`src/rtl/flip_locator_pkg.sv`:
```
package flip_locator_pkg;
  typedef struct packed {
    logic valid;
    logic flip;
    logic special;
    logic last;
  } loc_res_t;

  localparam int RES_W = $bits(loc_res_t);
endpackage

```
`src/rtl/flip_locator_hist.sv`:
```
// Per-frame history of the last K decoded bits, mask bits and flip decisions.
// Bit 0 of each history holds the most recent accepted position.
module flip_locator_hist #(
  parameter int K = 7
) (
  input  logic         clk,
  input  logic         rst_n,
  input  logic         in_valid,
  input  logic         in_bit,
  input  logic         in_unrel,
  input  logic         in_last,
  input  logic         flip_now,
  output logic [K-1:0] dec_hist,
  output logic [K-1:0] unr_hist,
  output logic [K-1:0] loc_hist,
  output logic         full
);
  localparam int CW = $clog2(K + 1);
  localparam logic [CW-1:0] CNT_MAX = CW'(K);

  logic [CW-1:0] cnt_q, cnt_d;
  logic [K-1:0]  dec_d, unr_d, loc_d;

  assign full = (cnt_q == CNT_MAX);

  always_comb begin
    cnt_d = cnt_q;
    dec_d = dec_hist;
    unr_d = unr_hist;
    loc_d = loc_hist;
    if (in_valid) begin
      if (in_last) begin
        cnt_d = '0;
        dec_d = '0;
        unr_d = '0;
        loc_d = '0;
      end else begin
        cnt_d = full ? cnt_q : cnt_q + CW'(1);
        dec_d = (dec_hist << 1) | K'(in_bit);
        unr_d = (unr_hist << 1) | K'(in_unrel);
        loc_d = (loc_hist << 1) | K'(flip_now);
      end
    end
  end

  always_ff @(posedge clk or negedge rst_n) begin
    if (!rst_n) begin
      cnt_q    <= '0;
      dec_hist <= '0;
      unr_hist <= '0;
      loc_hist <= '0;
    end else if (in_valid) begin
      cnt_q    <= cnt_d;
      dec_hist <= dec_d;
      unr_hist <= unr_d;
      loc_hist <= loc_d;
    end
  end
endmodule

```
`src/rtl/flip_locator_match.sv`:
```
// Window pattern test. Offset l of the window maps to history distance K-l;
// offset K is the position being accepted now.
module flip_locator_match #(
  parameter int K = 7
) (
  input  logic         in_valid,
  input  logic         in_bit,
  input  logic         in_unrel,
  input  logic         full,
  input  logic [K-1:0] dec_hist,
  input  logic [K-1:0] unr_hist,
  input  logic [K-1:0] loc_hist,
  output logic         flip,
  output logic         special
);
  localparam logic [K:0] ONE = (K + 1)'(1);

  logic [K:0] win_dec, win_unr;

  for (genvar l = 0; l < K; l++) begin : g_win
    assign win_dec[l] = dec_hist[K-1-l];
    assign win_unr[l] = unr_hist[K-1-l];
  end
  assign win_dec[K] = in_bit;
  assign win_unr[K] = in_unrel;

  logic same, at_most_one, blocked;

  // Both patterns reduce to: mask equals data, and data has at most one 1.
  assign same        = (win_dec == win_unr);
  assign at_most_one = ((win_dec & (win_dec - ONE)) == '0);
  assign blocked     = |loc_hist;

  assign flip    = in_valid & full & ~blocked & same & at_most_one;
  assign special = flip & in_bit;
endmodule

```
`src/rtl/flip_locator_pipe.sv`:
```
// Fixed-depth delay line. The valid bit (MSB) always advances; data follow.
module flip_locator_pipe #(
  parameter int W = 4,
  parameter int D = 7
) (
  input  logic         clk,
  input  logic         rst_n,
  input  logic [W-1:0] din,
  output logic [W-1:0] dout
);
  logic [W-1:0] stage_q [D];
  logic [W-1:0] stage_d [D];

  for (genvar s = 0; s < D; s++) begin : g_stage
    if (s == 0) begin : g_head
      assign stage_d[s] = din;
    end else begin : g_body
      assign stage_d[s] = stage_q[s-1];
    end

    always_ff @(posedge clk or negedge rst_n) begin
      if (!rst_n) stage_q[s] <= '0;
      else        stage_q[s] <= stage_d[s];
    end
  end

  assign dout = stage_q[D-1];
endmodule

```
`src/rtl/flip_locator.sv`:
```
module flip_locator
  import flip_locator_pkg::*;
#(
  parameter int K = 7
) (
  input  logic clk,
  input  logic rst_n,
  input  logic in_valid,
  input  logic in_bit,
  input  logic in_unrel,
  input  logic in_last,
  output logic out_valid,
  output logic out_flip,
  output logic out_special,
  output logic out_last
);
  // reset: asserted asynchronously, released on the clock
  logic [1:0] rst_sync_q;
  logic       rst_int_n;

  always_ff @(posedge clk or negedge rst_n) begin
    if (!rst_n) rst_sync_q <= 2'b00;
    else        rst_sync_q <= {rst_sync_q[0], 1'b1};
  end
  assign rst_int_n = rst_sync_q[1];

  logic [K-1:0] dec_hist, unr_hist, loc_hist;
  logic         full, flip_now, special_now;

  flip_locator_hist #(.K(K)) hist_i (
    .clk      (clk),
    .rst_n    (rst_int_n),
    .in_valid (in_valid),
    .in_bit   (in_bit),
    .in_unrel (in_unrel),
    .in_last  (in_last),
    .flip_now (flip_now),
    .dec_hist (dec_hist),
    .unr_hist (unr_hist),
    .loc_hist (loc_hist),
    .full     (full)
  );

  flip_locator_match #(.K(K)) match_i (
    .in_valid (in_valid),
    .in_bit   (in_bit),
    .in_unrel (in_unrel),
    .full     (full),
    .dec_hist (dec_hist),
    .unr_hist (unr_hist),
    .loc_hist (loc_hist),
    .flip     (flip_now),
    .special  (special_now)
  );

  loc_res_t res_in, res_out;

  always_comb begin
    res_in.valid   = in_valid;
    res_in.flip    = flip_now;
    res_in.special = special_now;
    res_in.last    = in_valid & in_last;
  end

  flip_locator_pipe #(.W(RES_W), .D(K)) pipe_i (
    .clk   (clk),
    .rst_n (rst_int_n),
    .din   (res_in),
    .dout  (res_out)
  );

  assign out_valid   = res_out.valid;
  assign out_flip    = res_out.valid & res_out.flip;
  assign out_special = res_out.valid & res_out.special;
  assign out_last    = res_out.valid & res_out.last;
endmodule

```
`config.mk`:
```
export PLATFORM = sky130hd
export DESIGN_NAME = flip_locator
export DESIGN_NICKNAME = d
export VERILOG_FILES = /design/src/rtl/flip_locator_pkg.sv /design/src/rtl/flip_locator_hist.sv /design/src/rtl/flip_locator_match.sv /design/src/rtl/flip_locator_pipe.sv /design/src/rtl/flip_locator.sv
export SDC_FILE = /design/constraint.sdc
export NUM_CORES = 1
export LEC_CHECK = 0
export BUFFER_PORTS_ARGS = -buffer_cell sky130_fd_sc_hd__buf_2
export CELL_PAD_IN_SITES_DETAIL_PLACEMENT = 1
export CELL_PAD_IN_SITES_GLOBAL_PLACEMENT = 1
export CORE_MARGIN = 3
export CORE_UTILIZATION = 47
export DETAILED_ROUTE_END_ITERATION = 10
export PLACE_DENSITY = 0.78
export SETUP_SLACK_MARGIN = 0.05
export SYNTH_ARGS = -nofsm -noshare
export SYNTH_HDL_FRONTEND = slang
export SYNTH_SLANG_ARGS = --single-unit
```
`constraint.sdc`:
```
create_clock -name clk -period 2.07 [get_ports clk]
set_input_delay 0.207 -clock clk [delete_from_list [all_inputs] [get_ports clk]]
set_output_delay 0.207 -clock clk [all_outputs]
set_load 0.05 [all_outputs]
```
==> qor.yml, run 1 <==
global_routing:
  grt_pass1_wl_um: 6354
  antenna_found_initial: 0
  grt_max_degree: 48
  grt_pass1_vias: 1303
  grt_overflow: 0
  grt.total_usage_pct: 16.81
drt:
  ant_nets: 0
  drt_iter0_markers: 97
  routed_wirelength_um: 3681
  detail_route.vias_per_cell: 5.357
  first_pass_iters: 4
  dr_total_vias: 1232
  drc: 0
  post_drt_wl_per_cell_um: 16.00
setup_path:
  critPathMaxFanout: 5
  cp.required_ns: 2.28
  worst-setup-path-type: "reg -> reg"
  arrival_ns: 2.01
  cp-end-kind: "flop"
  crit_path_start_kind: "flop"
synthesis:
  synth_edf_count: 0
  postSynthCellCount: 170
  synth.distinct_cells: 25
  synth_nets: 178
  ys_ff_latch: 54
  synth_top_area_cell: "dfrtp_1"
  ys_seq_area_share_pct: 68.66
  yosys_warnings: 0
  synthArstFlopShare_pct: 100.0
  synth.cell_area_um2: 1968
  syn_area_per_cell_um2: 11.58
  ys_top_cells_by_area: "dfrtp_1 (69%), o22ai_1 (7.6%), inv_1 (4.6%)"
  ys.flop_type: "dfrtp_1"
  yosysMostFrequentCell: "dfrtp_1"
  ys_top_cells_by_count: "dfrtp_1 (54), inv_1 (24), o22ai_1 (24), nand2_1 (22), clkbuf_1 (8)"
  synth_top_area_share_pct: 68.66
layout:
  nets: 189
  layout-drive-gt1-share_pct: 12.64
  final_cell_area_um2: 2196
  diodes: 0
  syn2layout_area_growth_pct: 11.57
pwr:
  power-per-cell-area_nw_per_um2: 883.3
  total_power_w: 0.001940
  peakVddDrop_uv: 425.2
  cellLeakagePower_nw: 1.012
timing:
  min_period_over_period_pct: 86.95
  finalSetupTns_ns: 0
  slew_viol_final: 0
  rsz0062_at_grt: "false"
  hold_viol_final: 0
  worst_pin_slew_ns: 0.5272
  clock.fmax_mhz: 555.6
  fin_hold_ws_ns: 0.1444
  fin_skew_ns: 0.009201
  min_period_ns: 1.800
  setup_viol: 0
  relSlewSlack_pct: 64.85
clocking:
  numCtsBuffers: 5
  clk_pin_slew_ns: 0.10
  root_buffer: "clkbuf_8"
  clk_path_buf_depth: 2
  clk_latency_ns: 0.31
  post-cts-setup-buffer-count: 0
  cts_resized: 0
  htree_levels: 2
  cts_tree: "yes"
  cts.sinks: 54
  hold_buffers: 1
floorplan:
  std_cell_rows: 22
  die_h_um: 70.71
  initial_core_util_pct: 51.07
  die_w_um: 70.71
  io_pins: 10
  core-area_um2: 3854
  dieArea_um2: 5000
placement:
  hpwl_um: 2489
  placed_area_um2: 2072
  numPortBuffers: 9
  place.gp.congestion: 0.9376
job:
  max_cap_violations: 0
status:
  status: "finished, final reports clean"
hold_path:
  holdCritPathClass: "in -> reg"
==> cells in the final DEF (no fill, tap or decap) <==
cell type	Yosys	layout
a2111oi_2	1	1
a211o_2	1	1
a22oi_1	3	3
and2_1	4	4
buf_12	0	1
buf_2	0	9
buf_4	0	1
bufinv_16	0	1
clkbuf_8	0	5
clkinvlp_4	0	2
conb_1	1	1
dfrtp_1	54	53
dfrtp_2	0	1
dlygate4sd3_1	0	1
ha_1	2	2
inv_1	24	24
inv_2	1	1
mux2i_1	1	1
nand2_1	22	22
nand4_1	2	2
nor2_1	5	5
nor2b_1	1	1
nor3_1	2	2
nor4_1	4	4
o211ai_1	1	1
o21ai_0	2	2
o22ai_1	24	24
o311ai_1	1	1
o32ai_1	1	1
or3_1	1	1
xnor2_1	1	1
xor2_1	3	3
==> kinds of logic after synthesis <==
kind of cell / Yosys count / synth area share, %
muxes: 1 / 0.5086
DFF: 54 / 68.66
AOI/OAI and AO/OA: 34 / 11.82
xor gates and xnor gates: 4 / 1.780
buffers and inverters: 33 / 6.294
other: 1 / 0.1905
and+or+nand+nor: 41 / 9.472
adders and majority gates: 2 / 1.271
==> worst max-delay path, stage by stage (launching register included) <==
cell and delay [ns]:
dfrtp_1 0.38, ha_1 0.16, ha_1 0.23, nand4_1 0.17, a2111oi_2 0.24, o311ai_1 0.21
o32ai_1 0.30
==> final timing paths <==
kind | startpoint | end | slack (ns) | cells past startpoint
hold / removal | in_unrel | hist_i.unr_hist[0] | 0.14 | 3
hold reg to reg | rst_sync_q[1] | pipe_i.stage_d[20] | 0.25 | 0
max in group asynchronous | rst_sync_q[1] | pipe_i.stage_d[13] | 1.29 | 1
setup / recovery | hist_i.cnt_q[1] | hist_i.loc_hist[0] | 0.27 | 6
setup reg to reg | hist_i.cnt_q[1] | hist_i.loc_hist[0] | 0.27 | 6
min in group asynchronous | rst_n | rst_sync_q[1] | 0.21 | 2
==> flip-flops by register name, summed over array words and instances (netlist names) <==
name	cells
hist_i.unr_hist	7
pipe_i.stage_d	24
rst_sync_q	2
hist_i.dec_hist	7
hist_i.cnt_q	3
hist_i.loc_hist	7
pipe_i.dout	4
==> through the flow <==
step,setup slack [ns],utilization [%],std cells
finish,0.2702,56.98,230
floorplan,0.4554,-,170
global placement,0.4445,53.77,221
global route,0.08787,56.98,230
CTS,0.2609,56.98,230
detailed placement,0.2666,53.77,221
==> final cells by class <==
| class | instances | area (um^2) |
|---|---|---|
| clock buffers | 5 | 68.82 |
| clock inverters | 3 | 45.04 |
| fillers | 428 | 1658 |
| inverters | 25 | 93.84 |
| multi-input cells | 83 | 493.0 |
| flip-flops and latches | 54 | 1353 |
| well taps | 48 | 60.06 |
| repair buffers | 12 | 82.58 |
==> where the power goes <==
group	internal, W	switching [W]	total (W)
sequential	0.00109	0.0000321	0.00112
combinational	0.0000456	0.0000776	0.000123
clock	0.000360	0.000337	0.000696
total	0.00149	0.000447	0.00194
==> per-layer routing <==
layer	global-route usage (%)	part of all wire, %	up-vias	routed length (um)
li1	-	-	588	-
met3	4.545	2.9	9	106
met4	8.559	2.4	0	90
met5	0	0	-	0
met2	25.03	47	16	1729
met1	22.74	48	619	1756
Power figures use the tool's default switching activity.
==> inputs of run 2 (changes only) <==
==> constraint.sdc (replaced) <==
create_clock -name clk -period 2.07 [get_ports clk]
set_input_delay 0.414 -clock clk [delete_from_list [all_inputs] [get_ports clk]]
set_output_delay 0.414 -clock clk [all_outputs]
set_load 0.05 [all_outputs]
==> run 2 against run 1 <==
  * Worst setup slack got worse by 0.075 ns
  * Clock power fell by 13%
  * Global-route usage rose by 0.77 points
  * Via count rose by 3.9%
  * Combinational power rose by 7%
  * Total power fell by 4.5%
  * Critical path depth did not move
  * Non-clock buffer count did not move
  * Clock skew rose by 0.0052 ns
  * Final area fell by 1.5%
  * Register-to-register slack got worse by 0.07 ns
  * Die area did not move
  * Largest cell class unchanged
==> qor.yml, run 2 (synthesis gave the netlist of run 1 again) <==
global_routing:
  grt_pass1_vias: 1404  # +7.8%
  grt_overflow: 0  # unchanged
  grt.total_usage_pct: 17.58  # +0.77 points
  antenna_found_initial: 0  # unchanged
  grt_pass1_wl_um: 6789  # +6.8%
  grt_max_degree: 53  # +10%
drt:
  ant_nets: 0  # unchanged
  drc: 0  # unchanged
  detail_route.vias_per_cell: 5.565  # +3.9%
  routed_wirelength_um: 3901  # +6.0%
  first_pass_iters: 4  # unchanged
  dr_total_vias: 1280  # +3.9%
  post_drt_wl_per_cell_um: 16.96  # +6.0%
  drt_iter0_markers: 59  # -39%
clocking:
  cts.sinks: 54  # unchanged
  numCtsBuffers: 5  # unchanged
  cts_tree: "yes"
  clk_latency_ns: 0.31  # about the same
  cts_resized: 0  # unchanged
  clk_pin_slew_ns: 0.11  # about the same
  htree_levels: 2  # unchanged
  clk_path_buf_depth: 2  # unchanged
  root_buffer: "clkbuf_8"
job:
  max_cap_violations: 0  # unchanged
placement:
  place.gp.congestion: 0.7880  # -16%
  hpwl_um: 2606  # +4.7%
  numPortBuffers: 9  # unchanged
layout:
  fillers: 417  # -2.6%
  diodes: 0  # unchanged
  layout_commonest_cell: "dfrtp_1"
  largest_reg_flops: 24  # unchanged
  nets: 189  # unchanged
  mostFrequentLayoutCells: "dfrtp_1 (53), inv_1 (24), o22ai_1 (24)"
  layout-drive-gt1-share_pct: 12.64  # unchanged
  syn2layout_area_growth_pct: 9.917
setup_path:
  path_common_cell: "ha_1"
  critPathTopFamily: "compound AO/OA/AOI/OAI gates"
  crit_path_start_kind: "flop"
  arrival_ns: 2.10  # +0.09 ns
  worst-setup-path-type: "reg -> reg"
  cp-end-kind: "flop"
  crit_buf_inv: 0  # unchanged
  critPathMaxFanout: 5  # unchanged
  critPathMaxStageDelay_ns: 0.41  # +0.03 ns
  cp_cell_sequence: "ha_1 > ha_1 > nand4_1 > a2111oi_2 > o311ai_1 > o32ai_1"
  critPathSlowestCell: "dfrtp_1"
  cp.required_ns: 2.29  # about the same
timing:
  min_period_over_period_pct: 90.55  # +3.6 points
  finalSetupTns_ns: 0  # unchanged
  clock.fmax_mhz: 533.5  # -4.0%
  worst_pin_slew_ns: 0.6311  # +0.1039 ns
  hold_viol_final: 0  # unchanged
  setup_viol: 0  # unchanged
  relSlewSlack_pct: 57.93  # -6.9 points
  min_period_ns: 1.874  # +0.07456 ns
  slew_viol_final: 0  # unchanged
  rsz0062_at_grt: "false"
  fin_skew_ns: 0.01440  # +0.005196 ns
status:
  status: "finished, final reports clean"
floorplan:
  die_h_um: 70.71  # unchanged
  die_w_um: 70.71  # unchanged
  io_pins: 10  # unchanged
  std_cell_rows: 22  # unchanged
  dieArea_um2: 5000  # unchanged
  core-area_um2: 3854  # unchanged
  initial_core_util_pct: 51.07  # unchanged
pwr:
  cellLeakagePower_nw: 1.002  # -1.0%
  peakVddDrop_uv: 518.6  # +22%
  power-per-cell-area_nw_per_um2: 856.1  # -3.1%
  total_power_w: 0.001852  # -4.5%
hold_path:
  holdCritPathClass: "in -> reg"
-- run 2: worst paths after layout --
kind	to	slack, ns	from	depth (start not counted)
hold / removal	hist_i.unr_hist[0]	0.35	in_unrel	3
max in group asynchronous	pipe_i.dout[1]	1.24	rst_sync_q[1]	1
setup / recovery	hist_i.loc_hist[0]	0.20	hist_i.cnt_q[1]	6
hold reg to reg	pipe_i.stage_d[16]	0.36	pipe_i.stage_d[20]	0
setup reg to reg	hist_i.loc_hist[0]	0.20	hist_i.cnt_q[1]	6
min in group asynchronous	hist_i.loc_hist[1]	0.40	rst_sync_q[1]	1
-- run 2: layout make-up --
cell class | instances | area [um^2] | area share (%)
multi-input combinational | 83 | 493.0 | 22.79
sequential | 54 | 1353 | 62.52
inverter | 25 | 93.84 | 4.338
tap | 48 | 60.06 | 2.776
clock inverter | 3 | 25.02 | 1.157
clock buffer | 5 | 68.82 | 3.181
timing repair buffer | 12 | 70.07 | 3.239
-- run 2: worst min-delay path: cells and delay by family --
kind	cells	cell delay (ns)
buffers and inverters	1	0.10
AOI/OAI and AO/OA	1	0.06
and+or+nand+nor	1	0.06
-- run 2: metrics by stage --
step	area [um^2]	std cells	hold WS (ns)	utilization, %	worst slack, ns
after detailed placement	2059	221	0.2073	53.44	0.1812
after global placement	2059	221	0.1984	53.44	0.2787
after floorplan	1968	170	0.1184	-	0.4554
final	2163	230	0.3479	56.14	0.1957
after global routing	2163	230	0.3604	56.14	0.09424
after CTS	2163	230	0.3461	56.14	0.1954
-- run 2: where the power goes --
group          internal, W  switching (W)  total (W)  leakage, nW
combinational    0.0000436      0.0000871   0.000131        0.238
sequential         0.00109      0.0000263    0.00111        0.719
clock             0.000245       0.000362   0.000607       0.0447
total              0.00138       0.000475    0.00185         1.00
-- run 2: metal layers --
metal / part of all wire (%) / track usage (%)
met4: 1.5 / 7.307
met3: 3.0 / 4.261
met1: 45 / 21.27
met2: 51 / 30.07
met5: 0 / 0
-- run 2: what timing repair did --
item | CTS | global route
hold buffers | 1 | 0
endpoints found under the hold margin | 2 | 0
buffers inserted | 0 | 0
